[src/rtl/flag_io_pkg.sv]
package flag_io_pkg;
  localparam int unsigned REG_IN   = 0;
  localparam int unsigned REG_OUT  = 1;
  localparam int unsigned REG_STAT = 2;
  localparam int unsigned REG_CTRL = 3;

  localparam int unsigned ST_WAIT  = 0;
  localparam int unsigned ST_READY = 1;
  localparam int unsigned ST_LOST  = 2;
  localparam int unsigned ST_EN    = 7;

  localparam int unsigned CTRL_ON  = 0;
  localparam int unsigned CTRL_OFF = 1;
endpackage

[src/rtl/fio_in_chan.sv]
module fio_in_chan #(
  parameter int DATA_W = 8
) (
  input  logic              clk,
  input  logic              rst,
  input  logic              stb,
  input  logic [DATA_W-1:0] sdata,
  input  logic              consume,
  input  logic              clr_lost,
  output logic [DATA_W-1:0] data_q,
  output logic              full_q,
  output logic              lost_q
);
  logic accept;
  logic refuse;

  assign accept = stb && !full_q;
  assign refuse = stb && full_q;

  always_ff @(posedge clk) begin
    if (rst) begin
      data_q <= '0;
      full_q <= 1'b0;
    end else if (accept) begin
      data_q <= sdata;
      full_q <= 1'b1;
    end else if (consume) begin
      full_q <= 1'b0;
    end
  end

  // a fresh refusal outranks the clear from a status read
  always_ff @(posedge clk) begin
    if (rst)           lost_q <= 1'b0;
    else if (refuse)   lost_q <= 1'b1;
    else if (clr_lost) lost_q <= 1'b0;
  end
endmodule

[src/rtl/fio_out_chan.sv]
module fio_out_chan #(
  parameter int DATA_W = 8
) (
  input  logic              clk,
  input  logic              rst,
  input  logic              load,
  input  logic [DATA_W-1:0] wdata,
  input  logic              ack,
  output logic [DATA_W-1:0] data_q,
  output logic              empty_q
);
  always_ff @(posedge clk) begin
    if (rst) begin
      data_q  <= '0;
      empty_q <= 1'b1;
    end else if (load) begin
      data_q  <= wdata;
      empty_q <= 1'b0;
    end else if (ack) begin
      empty_q <= 1'b1;
    end
  end
endmodule

[src/rtl/fio_irq_ctl.sv]
module fio_irq_ctl (
  input  logic clk,
  input  logic rst,
  input  logic ctrl_wr,
  input  logic en_on,
  input  logic en_off,
  input  logic src_wait,
  input  logic src_ready,
  output logic ien_q,
  output logic irq_q
);
  always_ff @(posedge clk) begin
    if (rst) begin
      ien_q <= 1'b0;
    end else if (ctrl_wr) begin
      if (en_off)     ien_q <= 1'b0;
      else if (en_on) ien_q <= 1'b1;
    end
  end

  always_ff @(posedge clk) begin
    if (rst) irq_q <= 1'b0;
    else     irq_q <= ien_q && (src_wait || src_ready);
  end
endmodule

[src/rtl/flag_io_port.sv]
module flag_io_port
  import flag_io_pkg::*;
#(
  parameter int DATA_W = 8,
  parameter int ADDR_W = 2
) (
  input  logic              clk,
  input  logic              rst,
  input  logic              cpu_sel,
  input  logic              cpu_wr,
  input  logic [ADDR_W-1:0] cpu_addr,
  input  logic [DATA_W-1:0] cpu_wdata,
  output logic [DATA_W-1:0] cpu_rdata,
  input  logic              dev_in_stb,
  input  logic [DATA_W-1:0] dev_in_data,
  output logic              dev_in_full,
  input  logic              dev_out_ack,
  output logic [DATA_W-1:0] dev_out_data,
  output logic              dev_out_empty,
  output logic              irq
);
  localparam logic [ADDR_W-1:0] A_IN   = ADDR_W'(REG_IN);
  localparam logic [ADDR_W-1:0] A_OUT  = ADDR_W'(REG_OUT);
  localparam logic [ADDR_W-1:0] A_STAT = ADDR_W'(REG_STAT);
  localparam logic [ADDR_W-1:0] A_CTRL = ADDR_W'(REG_CTRL);

  logic              rd_en, wr_en;
  logic              rd_in, rd_stat, wr_out, wr_ctrl;
  logic [DATA_W-1:0] in_data_q, out_data_q, status_w;
  logic              fgi_q, fgo_q, lost_q, ien_q, irq_q;

  assign rd_en   = cpu_sel && !cpu_wr;
  assign wr_en   = cpu_sel && cpu_wr;
  assign rd_in   = rd_en && (cpu_addr == A_IN);
  assign rd_stat = rd_en && (cpu_addr == A_STAT);
  assign wr_out  = wr_en && (cpu_addr == A_OUT);
  assign wr_ctrl = wr_en && (cpu_addr == A_CTRL);

  fio_in_chan #(.DATA_W(DATA_W)) u_in (
    .clk(clk), .rst(rst), .stb(dev_in_stb), .sdata(dev_in_data),
    .consume(rd_in), .clr_lost(rd_stat),
    .data_q(in_data_q), .full_q(fgi_q), .lost_q(lost_q)
  );

  fio_out_chan #(.DATA_W(DATA_W)) u_out (
    .clk(clk), .rst(rst), .load(wr_out), .wdata(cpu_wdata),
    .ack(dev_out_ack), .data_q(out_data_q), .empty_q(fgo_q)
  );

  fio_irq_ctl u_irq (
    .clk(clk), .rst(rst), .ctrl_wr(wr_ctrl),
    .en_on(cpu_wdata[CTRL_ON]), .en_off(cpu_wdata[CTRL_OFF]),
    .src_wait(fgi_q), .src_ready(fgo_q),
    .ien_q(ien_q), .irq_q(irq_q)
  );

  always_comb begin
    status_w           = '0;
    status_w[ST_WAIT]  = fgi_q;
    status_w[ST_READY] = fgo_q;
    status_w[ST_LOST]  = lost_q;
    status_w[ST_EN]    = ien_q;
  end

  always_ff @(posedge clk) begin
    if (rst) begin
      cpu_rdata <= '0;
    end else if (rd_en) begin
      case (cpu_addr)
        A_IN:    cpu_rdata <= in_data_q;
        A_OUT:   cpu_rdata <= out_data_q;
        A_STAT:  cpu_rdata <= status_w;
        default: cpu_rdata <= '0;
      endcase
    end
  end

  assign dev_in_full   = fgi_q;
  assign dev_out_data  = out_data_q;
  assign dev_out_empty = fgo_q;
  assign irq           = irq_q;
endmodule

[config.mk]
export PLATFORM = sky130hd
export DESIGN_NAME = flag_io_port
export DESIGN_NICKNAME = d
export VERILOG_FILES = /design/src/rtl/flag_io_pkg.sv /design/src/rtl/fio_in_chan.sv /design/src/rtl/fio_out_chan.sv /design/src/rtl/fio_irq_ctl.sv /design/src/rtl/flag_io_port.sv
export SDC_FILE = /design/constraint.sdc
export NUM_CORES = 1
export LEC_CHECK = 0
export ABC_AREA = 1
export BUFFER_PORTS_ARGS = -buffer_cell sky130_fd_sc_hd__buf_2
export CAP_MARGIN = 20
export CORE_AREA = 10 10 71 73
export CTS_CLUSTER_SIZE = 12
export DETAILED_ROUTE_END_ITERATION = 10
export DIE_AREA = 0 0 81 83
export SYNTH_ARGS = -nofsm -noshare
export SYNTH_HDL_FRONTEND = slang
export SYNTH_SLANG_ARGS = --single-unit
[constraint.sdc]
create_clock -name clk -period 1.1 [get_ports clk]
set_input_delay 0.22 -clock clk [delete_from_list [all_inputs] [get_ports clk]]
set_output_delay 0.22 -clock clk [all_outputs]
set_load 0.01 [all_outputs]
==> impl_metrics.yaml <==
drt:
  dr_total_vias: 1208
  wl_met3_um: 355
  met1_length_um: 1560
  dr.pass1.iters: 4
  antenna_left: 0
  wl_met2_um: 1380
  drcViolationCount: 0
  top_layer: "met4"
  via_per_inst: 4.58
  detail_route.wl_per_cell_um: 12.7
  wl_um: 3360
  drt_iter0_markers: 60
job:
  drv_cap: 0
logic_synthesis:
  synth_top_family_by_area: "simple AND/OR/NAND/NOR gates"
  ys_seq_area_frac: 0.476
  synthesis.nets: 187
  yosys.area_share.simple: 0.308
  synth_compound_area_frac: 0.143
  syn_area_per_cell_um2: 7.48
  synth_commonest_cells: "nand2_1 (34), nor2_1 (31), dfxtp_1 (29)"
  synth_cell_types: 21
  synthXorXnorAreaFrac: 0
  synth-edff-count: 0
  netlist_instances: 163
  synth_top_area_share: 0.476
  synth_top_area_cell: "dfxtp_1"
  synthArstFlopShare: 0
  syn_area_mm2: 0.00122
  yosysMostFrequentCell: "nand2_1"
  yosys_most_used_dff: "dfxtp_1"
  ys_warn_count: 0
  synth_fa_ha_area_frac: 0
  synth.area.top_cells: "dfxtp_1 (48%), nand2_1 (10%), nor2_1 (9.5%)"
  ys_ff_latch: 29
  synth_mux_area_frac: 0
place:
  gp_congestion: 0.801
  hpwlAfterDp_um: 2650
  portBuffers: 42
  pre_cts_ws_ns: -0.0343
sta:
  fin_setup_tns_ns: 0
  fin_skew_ns: 0.00428
  hold_viol: 0
  maxSlewViolCount: 0
  period_share: 0.940
  post-route-min-period_ns: 1.03
  max_slew_margin: 0.779
  worstMarginPinSlew_ns: 0.331
  rsz0062_at_grt: "false"
  setup-violations-final: 0
  layout_setup_ws_ns: 0.0665
  clock.fmax_mhz: 968
  fin_hold_ws_ns: 0.150
clocking:
  cts_setup_buffers: 0
  clk_latency_ns: 0.28
  cts_tree: "built"
  clock_path_buffers: 2
  root_buffer: "clkbuf_8"
  cts_max_level: 2
  ctsResizeCount: 2
  clock_sinks: 29
  cts_hold_buf: 0
  clk_pin_slew_worst_paths_ns: 0.06
  numCtsBuffers: 5
critical_path:
  crit_chain: "buf_6"
  worst_r2r_endpoint: "u_in.data_q[0]$_SDFFE_PP0P_"
  r2r-start: "u_in.full_q$_SDFFE_PP0P_"
  critical_path.max_fanout: 6
  critPathKind: "register to primary output"
  crit_path_max_incr_delay_ns: 0.41
  required_ns: 0.88
  critPathArrivalTime_ns: 0.81
  slowest_stage: "dfxtp_2"
  cp_num_buf_inv: 1
  crit_path_start: "u_in.full_q$_SDFFE_PP0P_"
  critical-path-top-delay-family: "flip-flops"
  worst-r2r-setup-slack_ns: 0.14
  reg2reg_depth: 4
  cp-end-kind: "primary output"
  start_kind: "register"
grt:
  grt_use_total: 0.103
  grt-ovfl-total: 0
  grt_pass1_wl_um: 5490
  antenna_found_initial: 0
  grt_max_degree: 12
  grt_pass1_vias: 1169
die:
  core_area_mm2: 0.00363
  ios: 43
  die_x_um: 81
  fp.dieH_um: 83
  start_util: 0.336
  rows: 22
  dieArea_mm2: 0.00672
final_layout:
  final_util: 0.447
  finalNetCount: 240
  diodes: 0
  areaGrowthSynthToFinish_pct: 33.1
  drive_above_1_share: 0.329
min_path:
  min_path_cells: 3
  hold_end: "u_out.empty_q$_SDFFE_PP1P_"
  worstHoldStart: "dev_out_ack"
  holdCritPathClass: "input pin to register"
power_and_ir_drop:
  ir_drop_mv: 0.695
  p_leak_nw: 0.760
  power_density_mw_per_mm2: 1410
  power_mw: 2.30
run_status:
  status: "completed"
where the power goes:
| group | switching [mW] | internal, mW | leakage (nW) |
|---|---|---|---|
| registers | 0.0334 | 1.10 | 0.237 |
| logic | 0.159 | 0.125 | 0.478 |
| clock network | 0.383 | 0.495 | 0.0443 |
worst reg2reg max path: stages (launching register included):
cell     delay [ns]
dfxtp_2        0.41
nor2_2         0.08
buf_4          0.16
o21ai_0        0.16
nor2_1         0.06
registers in the layout, indices dropped and copies added, names as in the netlist:
| signal | flops |
|---|---|
| cpu_rdata | 8 |
| u_in.data_q | 8 |
| u_in.full_q | 1 |
| u_in.lost_q | 1 |
| u_irq.ien_q | 1 |
| u_irq.irq_q | 1 |
| u_out.data_q | 8 |
| u_out.empty_q | 1 |
how the worst max path moves through the flow:
stage / endpoint / depth (start not counted) / slack [ns]
floorplan: u_in.data_q[0]$_SDFFE_PP0P_ / 4 / 0.15
detailed placement: u_out.data_q[1]$_SDFFE_PP0P_ / 6 / -0.03
CTS: dev_in_full / 2 / 0.004
global route: dev_out_data[5] / 1 / 0.02
finish: dev_in_full / 1 / 0.07
global placement: u_out.data_q[7]$_SDFFE_PP0P_ / 6 / -0.03
cell families after synthesis:
group | count (synthesis)
and+or+nand+nor | 86
AOI/OAI and AO/OA | 32
DFF | 29
buffers and inverters | 16
through the flow:
stage	cell area, um2	std cells
2_1_floorplan	1220	163
3_3_place_gp	1540	258
3_5_place_dp	1540	258
4_1_cts	1630	265
5_1_grt	1620	264
6_report	1620	264
layout make-up:
class                   count  area, um2
flip-flops and latches     29        582
well taps                  48       60.1
inverters                  10       42.5
multi-input cells         118        549
repair buffers             52        304
clock buffers               7       86.3
fillers                   404       2010
placed cells by master, fill, tap and decap left out, drive strengths merged:
| cell type | instances |
|---|---|
| nand3 | 16 |
| clkinv | 1 |
| a21oi | 12 |
| o21ai | 19 |
| clkbuf | 7 |
| dfxtp | 29 |
| buf | 52 |
| nand2 | 35 |
| inv | 9 |
| a22oi | 1 |
| nand4 | 1 |
| nor2 | 34 |
metal layers:
layer / track usage / vias to the layer above
met4: 0.0469 / 0
met5: 0 / -
met2: 0.138 / 39
met1: 0.130 / 524
li1: - / 640
met3: 0.0571 / 5
Power figures use the tool's default switching activity.
